**config.mk**
```make
export PLATFORM = sky130hd
export DESIGN_NAME = jrq_manager
export DESIGN_NICKNAME = d
export VERILOG_FILES = /design/src/rtl/jrq_pkg.sv /design/src/rtl/jrq_ring_track.sv /design/src/rtl/jrq_halt_ctl.sv /design/src/rtl/jrq_manager.sv
export SDC_FILE = /design/constraint.sdc
export NUM_CORES = 1
export LEC_CHECK = 0
export ABC_AREA = 0
export CAP_MARGIN = 20
export CORE_ASPECT_RATIO = 1.4
export CORE_MARGIN = 2
export CORE_UTILIZATION = 56
export DETAILED_ROUTE_END_ITERATION = 16
export PLACE_DENSITY_LB_ADDON = 0.05
export SYNTH_ARGS = -nofsm -noshare
export SYNTH_HDL_FRONTEND = slang
export SYNTH_HIERARCHICAL = 1
export SYNTH_SLANG_ARGS = --single-unit
```
**constraint.sdc**
```tcl
create_clock -name clk -period 5.8 [get_ports clk]
set_input_delay 0.87 -clock clk [delete_from_list [all_inputs] [get_ports clk]]
set_output_delay 0.87 -clock clk [all_outputs]
set_load 0.03 [all_outputs]
```
**src/rtl/jrq_pkg.sv**
```systemverilog
`timescale 1ns/100ps
// jrq_pkg: shared register addresses, halt encoding and error codes for
// the job ring queue manager. Assumes a 4-bit word-addressed register bus.
package jrq_pkg;
    localparam int unsigned AW  = 4;
    localparam int unsigned EIW = 14;

    localparam logic [AW-1:0] A_IN_BASE  = 4'd0;
    localparam logic [AW-1:0] A_IN_SIZE  = 4'd1;
    localparam logic [AW-1:0] A_IN_ADD   = 4'd2;
    localparam logic [AW-1:0] A_IN_ROOM  = 4'd3;
    localparam logic [AW-1:0] A_IN_IDX   = 4'd4;
    localparam logic [AW-1:0] A_OUT_BASE = 4'd5;
    localparam logic [AW-1:0] A_OUT_SIZE = 4'd6;
    localparam logic [AW-1:0] A_OUT_RM   = 4'd7;
    localparam logic [AW-1:0] A_OUT_FULL = 4'd8;
    localparam logic [AW-1:0] A_OUT_IDX  = 4'd9;
    localparam logic [AW-1:0] A_STAT     = 4'd10;
    localparam logic [AW-1:0] A_CFG      = 4'd11;
    localparam logic [AW-1:0] A_CMD      = 4'd12;

    localparam logic [3:0] ET_RESET   = 4'd7;
    localparam logic [3:0] ET_RM_OVF  = 4'd8;
    localparam logic [3:0] ET_ADD_OVF = 4'd9;

    typedef enum logic [1:0] {
        HALT_RUN   = 2'b00,
        HALT_DRAIN = 2'b01,
        HALT_DONE  = 2'b10
    } halt_e;
endpackage

```
**src/rtl/jrq_ring_track.sv**
```systemverilog
`timescale 1ns/100ps
// jrq_ring_track: keeps one ring's hardware position and occupancy count.
// SW_ADDS=1: software adds entries, hardware steps consume them (job ring).
// SW_ADDS=0: hardware steps fill entries, software removes them (result ring).
// Assumes the caller only steps when the ring allows it; clr has priority.
module jrq_ring_track #(
    parameter int unsigned SZW     = 10,
    parameter bit          SW_ADDS = 1'b1
) (
    input  logic           clk,
    input  logic           rst_n,
    input  logic           clr,
    input  logic [SZW-1:0] size,
    input  logic           sw_we,
    input  logic [31:0]    sw_val,
    input  logic           hw_step,
    output logic [SZW-1:0] idx,
    output logic [SZW-1:0] cnt,
    output logic           ovf
);
    logic [SZW-1:0] limit;
    logic [SZW-1:0] take;
    logic [SZW-1:0] cnt_n;
    logic [SZW:0]   idx_inc;

    // Limit a software write may not exceed, and the next count.
    generate
        if (SW_ADDS) begin : g_adds
            always_comb begin
                limit = size - cnt;
                cnt_n = cnt + take - (hw_step ? SZW'(1) : SZW'(0));
            end
        end else begin : g_removes
            always_comb begin
                limit = cnt;
                cnt_n = cnt + (hw_step ? SZW'(1) : SZW'(0)) - take;
            end
        end
    endgenerate

    // Overflow detection and the accepted software amount.
    always_comb begin
        ovf     = sw_we && (sw_val > 32'(limit));
        take    = (sw_we && !ovf) ? sw_val[SZW-1:0] : '0;
        idx_inc = {1'b0, idx} + 1'b1;
    end

    // Position and count registers with wrap at the programmed size.
    always_ff @(posedge clk) begin
        if (!rst_n || clr) begin
            idx <= '0;
            cnt <= '0;
        end else begin
            cnt <= cnt_n;
            if (hw_step) idx <= (idx_inc >= {1'b0, size}) ? '0 : idx_inc[SZW-1:0];
        end
    end

    // a rejected software write leaves the occupancy untouched.
    p_ovf_holds_cnt_r3: assert property (@(posedge clk) disable iff (!rst_n)
        (sw_we && ovf && !hw_step && !clr) |=> $stable(cnt));
endmodule

```
**src/rtl/jrq_halt_ctl.sv**
```systemverilog
`timescale 1ns/100ps
// jrq_halt_ctl: ring reset sequencer. A request moves RUN to DRAIN; DRAIN
// waits for the engine to go idle, then pulses clr and enters DONE; DONE
// waits for software acknowledge. Assumes idle reflects in-flight jobs.
module jrq_halt_ctl
    import jrq_pkg::*;
(
    input  logic  clk,
    input  logic  rst_n,
    input  logic  req,
    input  logic  resume,
    input  logic  idle,
    output halt_e state,
    output logic  clr,
    output logic  req_err
);
    // Clear pulse and misplaced-request detection.
    always_comb begin
        clr     = (state == HALT_DRAIN) && idle;
        req_err = req && (state != HALT_RUN);
    end

    // Halt state transitions.
    always_ff @(posedge clk) begin
        if (!rst_n) begin
            state <= HALT_RUN;
        end else begin
            unique case (state)
                HALT_RUN:   if (req)    state <= HALT_DRAIN;
                HALT_DRAIN: if (idle)   state <= HALT_DONE;
                HALT_DONE:  if (resume) state <= HALT_RUN;
                default:                state <= HALT_RUN;
            endcase
        end
    end

    // completion is never reported while work is still in flight.
    p_drain_waits_r7: assert property (@(posedge clk) disable iff (!rst_n)
        (state == HALT_DRAIN && !idle) |=> (state != HALT_DONE));
endmodule

```
**src/rtl/jrq_manager.sv**
```systemverilog
`timescale 1ns/100ps
// jrq_manager: register front end of the job ring queue manager. Holds ring
// bases, sizes, config and interrupt status; instantiates one tracker per
// ring and the halt sequencer; counts jobs in flight inside the engine.
// Assumes single-cycle register writes and combinational reads.
module jrq_manager
    import jrq_pkg::*;
#(
    parameter int unsigned SZW = 10,
    parameter int unsigned IFW = 4
) (
    input  logic           clk,
    input  logic           rst_n,
    input  logic           wr_en,
    input  logic [AW-1:0]  wr_addr,
    input  logic [31:0]    wr_data,
    input  logic [AW-1:0]  rd_addr,
    output logic [31:0]    rd_data,
    output logic           irq,
    output logic           fetch_req,
    input  logic           fetch_ack,
    output logic [SZW-1:0] fetch_idx,
    output logic [31:0]    in_base,
    input  logic           post_valid,
    output logic           post_ready,
    output logic [SZW-1:0] post_idx,
    output logic [31:0]    out_base
);
    localparam logic [IFW-1:0] IF_MAX = {IFW{1'b1}};

    logic [SZW-1:0] in_size, out_size, in_cnt, out_cnt;
    logic [31:0]    cfg;
    logic           int_q, err_q;
    logic [3:0]     err_type;
    logic [EIW-1:0] err_idx;
    logic [IFW-1:0] inflight;
    logic           we_add, we_rm, we_stat, we_cmd;
    logic           add_ovf, rm_ovf, halt_clr, req_err;
    logic           fetch_fire, post_fire, new_err;
    logic [3:0]     new_type;
    logic [EIW-1:0] new_idx;
    halt_e          halt_st;

    // Write decode for strobe-type registers.
    always_comb begin
        we_add  = wr_en && (wr_addr == A_IN_ADD);
        we_rm   = wr_en && (wr_addr == A_OUT_RM);
        we_stat = wr_en && (wr_addr == A_STAT);
        we_cmd  = wr_en && (wr_addr == A_CMD) && wr_data[0];
    end

    // Engine handshakes.
    always_comb begin
        fetch_req  = (in_cnt != '0) && (halt_st == HALT_RUN)
                     && !(cfg[2] && err_q) && (inflight != IF_MAX);
        post_ready = (out_cnt < out_size) && (halt_st != HALT_DONE);
        fetch_fire = fetch_req && fetch_ack;
        post_fire  = post_valid && post_ready;
        irq        = (int_q || err_q) && !cfg[0];
    end

    jrq_ring_track #(.SZW(SZW), .SW_ADDS(1'b1)) u_in_ring (
        .clk(clk), .rst_n(rst_n), .clr(halt_clr), .size(in_size),
        .sw_we(we_add), .sw_val(wr_data), .hw_step(fetch_fire),
        .idx(fetch_idx), .cnt(in_cnt), .ovf(add_ovf));

    jrq_ring_track #(.SZW(SZW), .SW_ADDS(1'b0)) u_out_ring (
        .clk(clk), .rst_n(rst_n), .clr(halt_clr), .size(out_size),
        .sw_we(we_rm), .sw_val(wr_data), .hw_step(post_fire),
        .idx(post_idx), .cnt(out_cnt), .ovf(rm_ovf));

    jrq_halt_ctl u_halt (
        .clk(clk), .rst_n(rst_n), .req(we_cmd),
        .resume(we_stat && wr_data[3]), .idle(inflight == '0),
        .state(halt_st), .clr(halt_clr), .req_err(req_err));

    // Error selection: add overflow first, then remove overflow, then reset.
    always_comb begin
        new_err  = add_ovf || rm_ovf || req_err;
        new_type = add_ovf ? ET_ADD_OVF : (rm_ovf ? ET_RM_OVF : ET_RESET);
        new_idx  = (add_ovf || rm_ovf) ? wr_data[EIW-1:0] : '0;
    end

    // Configuration registers.
    always_ff @(posedge clk) begin
        if (!rst_n) begin
            in_base <= '0; out_base <= '0; in_size <= '0; out_size <= '0; cfg <= '0;
        end else if (wr_en) begin
            case (wr_addr)
                A_IN_BASE:  in_base  <= wr_data;
                A_OUT_BASE: out_base <= wr_data;
                A_IN_SIZE:  in_size  <= wr_data[SZW-1:0];
                A_OUT_SIZE: out_size <= wr_data[SZW-1:0];
                A_CFG:      cfg      <= wr_data;
                default: ;
            endcase
        end
    end

    // Jobs handed to the engine but not yet returned.
    always_ff @(posedge clk) begin
        if (!rst_n || halt_clr) inflight <= '0;
        else if (fetch_fire && !(post_fire && inflight != '0)) inflight <= inflight + 1'b1;
        else if (!fetch_fire && post_fire && inflight != '0)  inflight <= inflight - 1'b1;
    end

    // Interrupt and error status; a set wins over a same-cycle clear.
    always_ff @(posedge clk) begin
        if (!rst_n) begin
            int_q <= 1'b0; err_q <= 1'b0; err_type <= '0; err_idx <= '0;
        end else begin
            if (post_fire && !cfg[0])       int_q <= 1'b1;
            else if (we_stat && wr_data[0]) int_q <= 1'b0;
            if (new_err) begin
                err_q <= 1'b1; err_type <= new_type; err_idx <= new_idx;
            end else if (we_stat && wr_data[1]) begin
                err_q <= 1'b0; err_type <= '0; err_idx <= '0;
            end
        end
    end

    // Register read mux.
    always_comb begin
        rd_data = '0;
        case (rd_addr)
            A_IN_BASE:  rd_data = in_base;
            A_IN_SIZE:  rd_data = 32'(in_size);
            A_IN_ROOM:  rd_data = 32'(in_size - in_cnt);
            A_IN_IDX:   rd_data = 32'(fetch_idx);
            A_OUT_BASE: rd_data = out_base;
            A_OUT_SIZE: rd_data = 32'(out_size);
            A_OUT_FULL: rd_data = 32'(out_cnt);
            A_OUT_IDX:  rd_data = 32'(post_idx);
            A_STAT:     rd_data = {2'b00, err_idx, 4'b0000, err_type, 4'b0000,
                                   halt_st, err_q, int_q};
            A_CFG:      rd_data = cfg;
            default:    rd_data = '0;
        endcase
    end

    // an unmasked accepted post leaves the interrupt bit set.
    p_post_sets_int_r9: assert property (@(posedge clk) disable iff (!rst_n)
        (post_fire && !cfg[0]) |=> int_q);
    // a newly raised error always carries one of the defined types.
    p_err_type_known_r3: assert property (@(posedge clk) disable iff (!rst_n)
        $rose(err_q) |-> (err_type == ET_ADD_OVF || err_type == ET_RM_OVF
                          || err_type == ET_RESET));
    // entering halt-complete finds both rings cleared.
    p_done_clears_r7: assert property (@(posedge clk) disable iff (!rst_n)
        (halt_st == HALT_DONE && $past(halt_st) == HALT_DRAIN)
        |-> (fetch_idx == '0 && post_idx == '0 && in_cnt == '0 && out_cnt == '0));
endmodule

```
==> flow_summary.json <==
{
  "timing_worst_setup_path_type": "reg -> reg",
  "cap_violations": 0,
  "ys.warnings.count": 6,
  "worstSkewPairLatency_ps": 450,
  "grt.overflow.total": 0,
  "rr_worst_depth": 27,
  "num_vias": 11384,
  "synthArstFlopShare_pct": 0,
  "n_fill_cell": 1711,
  "diodes": 0,
  "io_buffers": 163,
  "place_inst": 1834,
  "min_delay_path_depth": 2,
  "track_usage_pct": 36.0,
  "wl_um": 39900,
  "crit_required_ps": 6110,
  "instances_no_fill": 1867,
  "nNetsFinal": 1757,
  "start_util_pct": 57.0,
  "synth_fp_nets": 1603,
  "max_freq_mhz": 183,
  "ys_seq_elements": 181,
  "outcome": "finished clean",
  "slew_viol_final": 0,
  "clock_sinks": 181,
  "ioPinCount": 164,
  "hp-class": "reg -> reg",
  "ys_seq_area_share_pct": 31.1,
  "min_period_ps": 5480,
  "die_area_mm2": 0.0220,
  "drive_above_1_share_pct": 6.89,
  "end_kind": "flip-flop",
  "r2r_slack_ps": 320,
  "grt_first_pass_wirelength_um": 62300,
  "wl_per_cell_um": 21.4,
  "clockRootBuffer": "clkbuf_16",
  "clk_pin_slew_ps": 70,
  "rr_endpoint": "u_in_ring/cnt[8]$_SDFF_PP0_",
  "report.final.setup_viol": 0,
  "hp-start": "cfg[11]$_SDFFE_PN0P_",
  "dpl.hpwl_um": 29700,
  "syn_inst": 1445,
  "antenna_found_initial": 0,
  "final.setup_skew_ps": 10.5,
  "cp.arrival_ps": 5790,
  "die_w_um": 126,
  "hold_violations": 0,
  "drtIter0Drc": 848,
  "die_y_um": 175,
  "reg2reg_from": "u_in_ring/cnt[0]$_SDFF_PP0_",
  "cp_slowest_cell": "dfxtp_1",
  "tightest_slew_ps": 1130,
  "ir_worst_vdd_uv": 237,
  "cts_buffers": 17,
  "drc_errors": 0,
  "grt_max_degree": 115,
  "final_common_cell": "nand2_1",
  "gp_congestion": 0.954,
  "cp_top_family": "compound AO/OA/AOI/OAI gates",
  "relSlewSlack_pct": 24.5,
  "place_area_mm2": 0.0137,
  "synthToLayoutAreaGrowth_pct": 22.4,
  "power-per-cell-area_mw_per_mm2": 325,
  "synthFlopType": "dfxtp_1",
  "core.rowCount": 62,
  "final_cell_mix": "nand2_1, dfxtp_1, clkdlybuf4s50_1, ha_1, inv_1",
  "synthesis.area_mm2": 0.0117,
  "period_share_pct": 94.4,
  "crit_path_max_incr_delay_ps": 430,
  "cp_max_fo": 5,
  "clockBufferDepth": 2,
  "vias_per_cell": 6.10,
  "critPathLaunchType": "flip-flop",
  "synth-edff-count": 0,
  "cts-htree-levels": 4,
  "final_cell_area_mm2": 0.0143,
  "power.total_mw": 4.64,
  "ys_types": 80,
  "grt_pass1_vias": 11093,
  "cts_tree": "built",
  "critPathBufInv": 2,
  "cpMostUsedCell": "ha_1",
  "drtAntennaViolNets": 0,
  "whs_endpoint": "cfg[11]$_SDFFE_PN0P_",
  "drt-pass1-iter-count": 7,
  "core_mm2": 0.0205,
  "finalSetupTns_ps": 0,
  "power.leakage_nw": 5.55,
  "syn_area_per_cell_um2": 8.07,
  "rsz0062_at_grt": "false"
}
-- routing by layer --
layer	track usage [%]	vias to the layer above	share of wire (%)
met1	42.2	5391	39
met4	16.8	0	4.5
li1	-	5377	-
met2	63.4	503	50
met5	0	-	0
met3	6.40	113	7.1
-- logic make-up (layout without fill, tap and decap cells) --
logic type	after synthesis	in the layout	share of synthesized area, %
buffers and inverters	175	341	5.83
multiplexers	32	32	2.87
flip-flops	181	181	31.1
AND/OR/NAND/NOR	558	558	23.2
adder cells (fa/ha/maj)	113	113	12.4
AO/OA/AOI/OAI	343	343	21.4
XOR/XNOR	43	43	3.23
-- per-stage QoR --
stage | setup WS (ps) | util, % | hold slack [ps]
3_3_place_gp | 433 | 66.7 | 453
5_1_grt | 46.5 | 69.8 | 493
2_1_floorplan | 840 | - | 440
3_5_place_dp | 309 | 66.7 | 460
4_1_cts | 302 | 69.6 | 469
6_report | 325 | 69.8 | 470
-- worst min-delay path, stage by stage (launching register included) --
cell	delay [ps]
dfxtp_1	310
nand2_1	50
a21boi_0	60
-- sequential cells by signal (all words and copies together), names as in the netlist --
| name | count |
|---|---|
| cfg | 32 |
| err_idx | 14 |
| err_q | 1 |
| err_type | 3 |
| in_base | 32 |
| in_size | 10 |
| inflight | 4 |
| int_q | 1 |
| out_base | 32 |
| out_size | 10 |
| u_halt/state | 2 |
| u_in_ring/cnt | 10 |
| u_in_ring/idx | 10 |
| u_out_ring/cnt | 10 |
| u_out_ring/idx | 10 |
-- synthesized netlist by cell type, types with 29 or more instances --
library cell	count	share of area, %
mux2i_1	29	2.5
nand2_1	277	8.9
nor2_1	50	1.6
a21boi_0	91	5.9
o21ai_0	29	1.2
nand3_1	49	2.1
dfxtp_1	181	31
clkbuf_1	54	1.7
nor2b_1	51	2.7
inv_1	106	3.4
a21oi_1	39	1.7
a22oi_1	70	4.5
ha_1	108	12
-- worst max-delay path by stage --
| stage | slack [ps] | to | from | cells after the start |
|---|---|---|---|---|
| 2_1_floorplan | 840 | u_in_ring/cnt[8]$_SDFF_PP0_ | in_size[0]$_SDFFE_PN0P_ | 27 |
| 3_3_place_gp | 430 | u_in_ring/cnt[8]$_SDFF_PP0_ | u_in_ring/cnt[0]$_SDFF_PP0_ | 26 |
| 3_5_place_dp | 310 | u_in_ring/cnt[8]$_SDFF_PP0_ | u_in_ring/cnt[0]$_SDFF_PP0_ | 26 |
| 4_1_cts | 300 | u_in_ring/cnt[8]$_SDFF_PP0_ | u_in_ring/cnt[0]$_SDFF_PP0_ | 27 |
| 5_1_grt | 50 | u_in_ring/cnt[8]$_SDFF_PP0_ | u_in_ring/cnt[0]$_SDFF_PP0_ | 27 |
| 6_report | 320 | u_in_ring/cnt[8]$_SDFF_PP0_ | u_in_ring/cnt[0]$_SDFF_PP0_ | 27 |
-- final cells by class --
type                       count  area, µm²  area share, %
clock buffer                  17        425           2.98
inverter                     106        398           2.79
multi-input combinational   1089       7410           51.9
tap                          256        320           2.24
sequential                   181       3620           25.4
clock inverter                14        174           1.22
timing repair buffer         204       1940           13.6
-- where the power goes --
group	total [mW]	switching (mW)	internal (mW)
sequential	1.45	0.124	1.33
clock	1.21	0.531	0.680
combinational	1.97	1.13	0.841
total	4.64	1.79	2.85
-- timing repair --
action / in CTS / in global routing
endpoints found under the setup margin: 0 / 4
resized for setup: 0 / 3
buffers inserted: 0 / 2
hold buffers: 0 / 0
Note: power is estimated with default switching activity, not from simulation.
